File: src/rtl/adc_seq_pkg.sv
package adc_seq_pkg;
  typedef enum logic [1:0] {
    SEQ_IDLE   = 2'd0,
    SEQ_SAMPLE = 2'd1,
    SEQ_TRIAL  = 2'd2
  } seq_state_e;
endpackage

File: src/rtl/sar_core.sv
// Bit-trial register: holds the kept bits and the index of the bit under trial.
module sar_core #(
  parameter int RES_W = 8
) (
  input  logic             clk,
  input  logic             rst_n,
  input  logic             start,
  input  logic             step,
  input  logic             cmp_in,
  output logic [RES_W-1:0] dac_code,
  output logic [RES_W-1:0] code_next,
  output logic             last
);
  localparam int IDX_W = (RES_W > 1) ? $clog2(RES_W) : 1;

  logic [RES_W-1:0] acc_q;
  logic [IDX_W-1:0] idx_q;
  logic [RES_W-1:0] trial_mask;

  for (genvar g = 0; g < RES_W; g++) begin : g_mask
    assign trial_mask[g] = (idx_q == IDX_W'(g));
  end

  assign dac_code  = acc_q | trial_mask;
  assign code_next = cmp_in ? dac_code : acc_q;
  assign last      = (idx_q == '0);

  always_ff @(posedge clk or negedge rst_n) begin
    if (!rst_n) begin
      acc_q <= '0;
      idx_q <= IDX_W'(RES_W - 1);
    end else if (start) begin
      acc_q <= '0;
      idx_q <= IDX_W'(RES_W - 1);
    end else if (step) begin
      acc_q <= code_next;
      if (!last) idx_q <= idx_q - IDX_W'(1);
    end
  end
endmodule

File: src/rtl/seq_ctrl.sv
// Conversion state machine and channel register.
module seq_ctrl
  import adc_seq_pkg::*;
#(
  parameter int CH_W = 5
) (
  input  logic            clk,
  input  logic            rst_n,
  input  logic            wr_fire,
  input  logic            rd_fire,
  input  logic [CH_W-1:0] wr_ch,
  input  logic            last,
  output logic            start,
  output logic            step,
  output logic            done,
  output logic            busy,
  output logic            sample,
  output logic [CH_W-1:0] ch
);
  seq_state_e state_q, state_d;

  assign start  = wr_fire | rd_fire;
  assign step   = (state_q == SEQ_TRIAL);
  assign sample = (state_q == SEQ_SAMPLE);
  assign busy   = (state_q != SEQ_IDLE);
  // a channel write at the final trial edge abandons the conversion
  assign done   = step & last & ~wr_fire;

  always_comb begin
    state_d = state_q;
    if (start) begin
      state_d = SEQ_SAMPLE;
    end else begin
      case (state_q)
        SEQ_SAMPLE: state_d = SEQ_TRIAL;
        SEQ_TRIAL:  if (last) state_d = SEQ_IDLE;
        default:    state_d = SEQ_IDLE;
      endcase
    end
  end

  always_ff @(posedge clk or negedge rst_n) begin
    if (!rst_n) begin
      state_q <= SEQ_IDLE;
      ch      <= '0;
    end else begin
      state_q <= state_d;
      if (wr_fire) ch <= wr_ch;
    end
  end
endmodule

File: src/rtl/result_regs.sv
// Result register, done flag and read response.
module result_regs #(
  parameter int RES_W = 8
) (
  input  logic             clk,
  input  logic             rst_n,
  input  logic             done,
  input  logic [RES_W-1:0] code_in,
  input  logic             wr_fire,
  input  logic             rd_fire,
  output logic             flag,
  output logic             rsp_valid,
  output logic [RES_W-1:0] rsp_data
);
  logic [RES_W-1:0] result_q;

  always_ff @(posedge clk or negedge rst_n) begin
    if (!rst_n) begin
      result_q  <= '0;
      flag      <= 1'b0;
      rsp_valid <= 1'b0;
      rsp_data  <= '0;
    end else begin
      if (done) result_q <= code_in;
      if (wr_fire || rd_fire) flag <= 1'b0;
      else if (done)          flag <= 1'b1;
      rsp_valid <= rd_fire;
      if (rd_fire) rsp_data <= done ? code_in : result_q;
    end
  end
endmodule

File: src/rtl/adc_diag_seq.sv
module adc_diag_seq #(
  parameter int CH_W  = 5,
  parameter int RES_W = 8
) (
  input  logic             clk,
  input  logic             rst_n,
  input  logic             chan_wr_valid,
  output logic             chan_wr_ready,
  input  logic [CH_W-1:0]  chan_wr_data,
  input  logic             res_rd_valid,
  output logic             res_rd_ready,
  output logic             res_rsp_valid,
  output logic [RES_W-1:0] res_rsp_data,
  output logic             done_flag,
  output logic             busy,
  output logic             sample,
  output logic [CH_W-1:0]  mux_sel,
  output logic [RES_W-1:0] dac_code,
  input  logic             cmp_in
);
  logic wr_fire, rd_fire, start, step, done, last;
  logic [RES_W-1:0] code_next;

  assign chan_wr_ready = 1'b1;
  assign res_rd_ready  = 1'b1;
  assign wr_fire = chan_wr_valid & chan_wr_ready;
  assign rd_fire = res_rd_valid & res_rd_ready;

  seq_ctrl #(.CH_W(CH_W)) u_ctrl (
    .clk(clk), .rst_n(rst_n), .wr_fire(wr_fire), .rd_fire(rd_fire),
    .wr_ch(chan_wr_data), .last(last), .start(start), .step(step),
    .done(done), .busy(busy), .sample(sample), .ch(mux_sel)
  );

  sar_core #(.RES_W(RES_W)) u_sar (
    .clk(clk), .rst_n(rst_n), .start(start), .step(step), .cmp_in(cmp_in),
    .dac_code(dac_code), .code_next(code_next), .last(last)
  );

  result_regs #(.RES_W(RES_W)) u_res (
    .clk(clk), .rst_n(rst_n), .done(done), .code_in(code_next),
    .wr_fire(wr_fire), .rd_fire(rd_fire), .flag(done_flag),
    .rsp_valid(res_rsp_valid), .rsp_data(res_rsp_data)
  );
endmodule

File: config.mk
export PLATFORM = sky130hd
export DESIGN_NAME = adc_diag_seq
export DESIGN_NICKNAME = d
export VERILOG_FILES = /design/src/rtl/adc_seq_pkg.sv /design/src/rtl/sar_core.sv /design/src/rtl/seq_ctrl.sv /design/src/rtl/result_regs.sv /design/src/rtl/adc_diag_seq.sv
export SDC_FILE = /design/constraint.sdc
export NUM_CORES = 1
export LEC_CHECK = 0
export BUFFER_PORTS_ARGS = -buffer_cell sky130_fd_sc_hd__buf_2
export CORE_MARGIN = 2
export CORE_UTILIZATION = 25
export CTS_CLUSTER_SIZE = 16
export DETAILED_ROUTE_END_ITERATION = 7
export GPL_ROUTABILITY_DRIVEN = 0
export SLEW_MARGIN = 20
export SYNTH_ARGS = -nofsm -noshare
export SYNTH_HDL_FRONTEND = slang
export SYNTH_SLANG_ARGS = --single-unit
export TNS_END_PERCENT = 1
File: constraint.sdc
create_clock -name clk -period 3.2 [get_ports clk]
set_input_delay 0.96 -clock clk [delete_from_list [all_inputs] [get_ports clk]]
set_output_delay 0.96 -clock clk [all_outputs]
set_load 0.1 [all_outputs]
# Word level (Yosys, flattened, before mapping)
# Cells that the tools add are included.
[word_totals]
out_inout_bits = 27
in_bits = 10
wordCells = 43
register_bits = 36
[classes]
n_reduce_logical = 6
n_bitwise = 5
add_sub_neg = 1
n_eq_ne = 11
mux = 12
[op_table]
columns = ["operator", "n"]
rows = [
  ["$mux W8", 4],
  ["$eq A3 B3 Y1 const B", 4],
  ["$mux W3", 3],
  ["$or A8 B8 Y8", 1],
  ["$eq A3 B2 Y1 const B", 2],
  ["$reduce_bool A2 Y1", 3],
  ["$mux W2", 2],
  ["$pmux W2 S2", 1],
  ["$eq A3 B1 Y1 const B", 1],
  ["$logic_not A3 Y1", 1],
  ["$ne A3 B2 Y1 const B", 1],
  ["$sub A3 B1 Y3 const B", 1],
  ["$and A1 B1 Y1", 2],
  ["$eq A2 B1 Y1 const B", 1],
  ["$eq A2 B2 Y1 const B", 1],
  ["$mux W1", 2],
  ["$ne A2 B2 Y1 const B", 1],
  ["$reduce_and A2 Y1", 1],
  ["$logic_or A1 B1 Y1", 1],
  ["$not A1 Y1", 1],
  ["$or A1 B1 Y1", 1],
]

# Depth between registers and ports, before layout
[depth]
word_depth = 5
ltp_mapped = 7
ltp_nobuf = 5

# Modules after synthesis
# From an unflattened synthesis, not the netlist that was laid out.
[unflattened]
cells_unflattened = 132
area_unflattened_um2 = 1714.1
[by_module_without_submodules]
columns = ["module", "area_per_inst_um2", "cells_per_inst", "instances", "seq_area_each_um2"]
rows = [
  ["result_regs", 715.7, 38, 1, 450.4],
  ["sar_core", 675.6, 70, 1, 279.0],
  ["seq_ctrl", 304.0, 21, 1, 175.2],
  ["adc_diag_seq", 18.8, 3, 1, 0.0],
]

# Worst setup path before layout
# OpenSTA, ideal clock, no wires.
[synth_timing]
kind = "register to output"
startpoint = "register u_ctrl.state_q[0]"
endpoint = "output port sample"
path_stages_with_launch = 2
arrival_time_ns = 1.803
path_slack_ns = 0.437
cell_sequence = "dfrtp_1 > nor2b_1"
[synth_between]
elab_chain_len = 1
[synth_rtl]
columns = ["item", "line", "rtl"]
rows = [
  ["start, declared", "seq_ctrl.sv:20", "seq_state_e state_q, state_d;"],
  ["start signal, assigned", "seq_ctrl.sv:47", "state_q <= state_d;"],
  ["$eq A2 B1 Y1", "seq_ctrl.sv:24", "assign sample = (state_q == SEQ_SAMPLE);"],
  ["end, declared", "adc_diag_seq.sv:16", "output logic sample,"],
]
# Every way passes these cells.

# Worst setup path after layout
[layout_timing]
startpoint = "register u_sar.idx_q[0]"
endpoint = "output port dac_code[2]"
[layout_between]
elab_chain_len = 2
[layout_rtl]
columns = ["item", "line", "rtl"]
rows = [
  ["start, declared", "sar_core.sv:17", "logic [IDX_W-1:0] idx_q;"],
  ["start signal, assigned", "sar_core.sv:31", "idx_q <= IDX_W'(RES_W - 1);"],
  ["start signal, assigned", "sar_core.sv:34", "idx_q <= IDX_W'(RES_W - 1);"],
  ["start signal, assigned", "sar_core.sv:37", "if (!last) idx_q <= idx_q - IDX_W'(1);"],
  ["$eq A3 B2 Y1", "sar_core.sv:21", "assign trial_mask[g] = (idx_q == IDX_W'(g));"],
  ["$or A8 B8 Y8", "sar_core.sv:24", "assign dac_code = acc_q | trial_mask;"],
  ["end, declared", "adc_diag_seq.sv:18", "output logic [RES_W-1:0] dac_code,"],
]
# Every way passes these cells.

==> results by group <==
Outcome
  • Run status: finished, final reports clean

Route
  • Post-detailed-route wirelength per cell: 14.3 um
  • Iter 0 DRT Violations: 51
  • Vias: 1,209
  • First drt pass iteration count: 5
  • DRT Wirelength: 3650 um
  • Per-cell via count in the routed design: 4.72
  • DRC violations left: 0
  • Post-detailed-route count of antenna-violating nets: 0

Synth
  • Yosys top cell area share: 0.476
  • Cell taking the most area after synthesis: sky130_fd_sc_hd__dfrtp_1
  • Number of enable-type register cells in the synthesized netlist: 0
  • Yosys warning count: 0
  • Post-Synthesis Cell Area: 1740 um^2
  • Top cell types by occurrence after synthesis: 33 x sky130_fd_sc_hd__dfrtp_1, 13 x sky130_fd_sc_hd__mux2_2, 11 x sky130_fd_sc_hd__nor2_1
  • Synth Register Bits: 36
  • Number of cells produced by synthesis: 142
  • Biggest area contributors in the synthesized netlist: sky130_fd_sc_hd__dfrtp_1 48%, sky130_fd_sc_hd__mux2_2 8.4%, sky130_fd_sc_hd__a221o_1 4.6%
  • Most common cell in the netlist: sky130_fd_sc_hd__dfrtp_1
  • Post-synth cell types: 33
  • Sequential-to-total area share from yosys stat: 0.521
  • Flip-flop cell with the highest count after synthesis: sky130_fd_sc_hd__dfrtp_1
  • Synth async-reset ratio: 1.00
  • Syn avg cell area: 12.2 um^2

Power and ir drop
  • Worst vdd ir: 0.271 mV
  • Total chip power: 918 uW
  • Power density over cell area: 453 nW/um^2
  • Leakage power: 1.11 nW

Timing
  • Clock skew after layout: 5.09 ps
  • Actual slew at the worst max-slew pin: 806 ps
  • Unrepaired setup endpoints after global routing: false
  • Final setup slack of the worst path: 526 ps
  • Relative slew slack: 0.463
  • Endpoints failing setup: 0
  • Final count of pins violating max slew: 0
  • Post-route clock period utilization: 0.836
  • Number of hold violations in the final report: 0
  • Setup_tns: 0 ps
  • Fmax achieved: 0.374 GHz
  • Crit path time final: 2670 ps
  • Hold slack final: 509 ps

Worst setup path
  • Element type at the critical path start: flip-flop
  • Minimum setup slack among reg-to-reg paths: 1140 ps
  • Arrival time reported for the critical path endpoint: 1710 ps
  • Maximum net fanout on the critical path: 6
  • Crit Path Class: reg2out
  • Endpoint of the worst-slack reg-to-reg timing path: u_res.rsp_data[0]
  • Sort of element at the end of the critical path: output port
  • Worst reg2reg path startpoint: u_sar.idx_q[0]
  • Worst endpoint required time: 2240 ps
  • Depth of the worst register-to-register path: 5

Cells and area
  • Final Net Count: 190
  • P&R area growth vs syn: 16.6%
  • Layout cells sized above 1: 0.415
  • Final std cells w/o fill: 256
  • Diodes inserted: 0

Floorplan
  • Die Wd: 87.3 um
  • Top-level port count: 37
  • Cell Rows: 30
  • Effective utilization at floorplan: 0.257
  • Die span in y: 87.3 um
  • Die Footprint: 7630 um^2
  • Area of the placeable core: 6760 um^2

Clocking
  • Clock root buffer: sky130_fd_sc_hd__clkbuf_8
  • Clock slew at the register clock pins of the worst setup and hold paths: 80 ps
  • Clock latency reported for the late side of the worst-skew pair: 280 ps
  • Sink count of the clock tree: 36
  • TritonCTS clock tree: built
  • CTS H-tree lvls: 2
  • Post-CTS repair timing setup buffer count: 0
  • Inserted Clock Buffers: 5
  • Max Root-Sink Buffers: 2
  • Number of buffers inserted by hold repair at cts: 0
  • Post-cts gate resize count: 0

Hold path
  • Hold Crit Class: reg2reg
  • Worst Hold Launch: u_res.result_q[1]
  • Cell depth of the worst hold path: 1
  • Capture endpoint of the worst hold path: u_res.rsp_data[1]

Global route
  • Overall global routing resource usage: 0.102
  • Wire length of the first global-routing pass: 6040 um
  • Pin count of the biggest net entering global routing: 37
  • Number of global-route vias before repair: 1,218
  • Aggregate global routing overflow: 0
  • Number of antenna violations at the first check in global routing: 0

Place
  • Count of input and output buffers: 34
  • Post-placement worst setup slack: 843 ps
  • Placed wire-length estimate: 2570 um
  • Instance count after placement with tap cells included: 248

Flow run
  • Number of violations of the max-capacitance limit: 0
flip-flops by register name, indices dropped and copies added (netlist names):
name	count
u_res.result_q	8
u_res.rsp_data	8
u_sar.acc_q	8
u_ctrl.state_q	2
u_res.rsp_valid	1
u_ctrl.ch	5
u_sar.idx_q	3
u_res.flag	1
critical path, stage by stage (launching register included):
cell	delay [ps]
sky130_fd_sc_hd__dfstp_2	560
sky130_fd_sc_hd__inv_1	90
sky130_fd_sc_hd__ha_1	290
sky130_fd_sc_hd__a21o_1	210
sky130_fd_sc_hd__buf_2	290
kinds of logic after synthesis:
| group | share of synthesized area |
|---|---|
| simple gates | 0.138 |
| buf+inv | 0.0504 |
| mux | 0.0843 |
| other cells | 0.00216 |
| fa+ha+maj | 0.0360 |
| compound gates | 0.169 |
| flops | 0.521 |
per-layer routing:
layer | routed length, um | vias up | track usage | part of all wire
li1 | - | 571 | - | -
met1 | 1700 | 592 | 0.142 | 0.47
met2 | 1630 | 44 | 0.154 | 0.45
met3 | 301 | 2 | 0.0351 | 0.082
met4 | 11 | 0 | 0.0210 | 0.0030
met5 | 0 | - | 0 | 0
placed cells by master (no fill, tap or decap), types with 2 or more instances in the layout:
master / instances
sky130_fd_sc_hd__a21o_1: 9
sky130_fd_sc_hd__a221o_1: 8
sky130_fd_sc_hd__nand3_1: 2
sky130_fd_sc_hd__ha_1: 5
sky130_fd_sc_hd__clkinv_2: 2
sky130_fd_sc_hd__clkbuf_8: 5
sky130_fd_sc_hd__dfstp_2: 3
sky130_fd_sc_hd__nor2_1: 11
sky130_fd_sc_hd__a21oi_1: 9
sky130_fd_sc_hd__a31oi_1: 2
sky130_fd_sc_hd__a21o_2: 2
sky130_fd_sc_hd__nand2b_1: 2
sky130_fd_sc_hd__and2b_1: 5
sky130_fd_sc_hd__and2b_2: 3
sky130_fd_sc_hd__mux2_2: 13
sky130_fd_sc_hd__conb_1: 2
sky130_fd_sc_hd__a31o_2: 4
sky130_fd_sc_hd__buf_2: 34
sky130_fd_sc_hd__inv_1: 4
sky130_fd_sc_hd__o21ai_0: 3
sky130_fd_sc_hd__dfrtp_1: 33
sky130_fd_sc_hd__nor2b_1: 4
area by class of cell:
class / count / area, um^2
inverters: 4 / 15.0
clock buffers: 5 / 68.8
flip-flops and latches: 36 / 905
repair buffers: 34 / 170
multi-input cells: 94 / 748
well taps: 80 / 100
clock inverters: 3 / 18.8
fillers: 718 / 4730
worst max path at each step:
stage / start / endpoint / slack [ps] / depth (start not counted)
floorplan: u_ctrl.state_q[0] / sample / 440 / 1
global placement: u_sar.idx_q[1] / dac_code[7] / 860 / 3
detailed placement: u_sar.idx_q[0] / dac_code[2] / 840 / 4
CTS: u_sar.idx_q[0] / dac_code[0] / 520 / 5
global route: u_sar.idx_q[0] / dac_code[0] / 420 / 5
finish: u_sar.idx_q[0] / dac_code[2] / 530 / 4
report_power, final:
group          switching [mW]  leakage (nW)  total [mW]  internal (mW)
clock                   0.164        0.0479       0.316          0.152
combinational           0.110         0.590       0.132         0.0225
sequential            0.00553         0.475       0.469          0.464
total                   0.280          1.11       0.918          0.638
metrics by stage:
stage,instance area (um^2),util
detailed placement,1940,0.287
global placement,1940,0.287
floorplan,1740,-
CTS,2030,0.300
global route,2030,0.300
finish,2030,0.300
(Power assumes the default switching activity.)
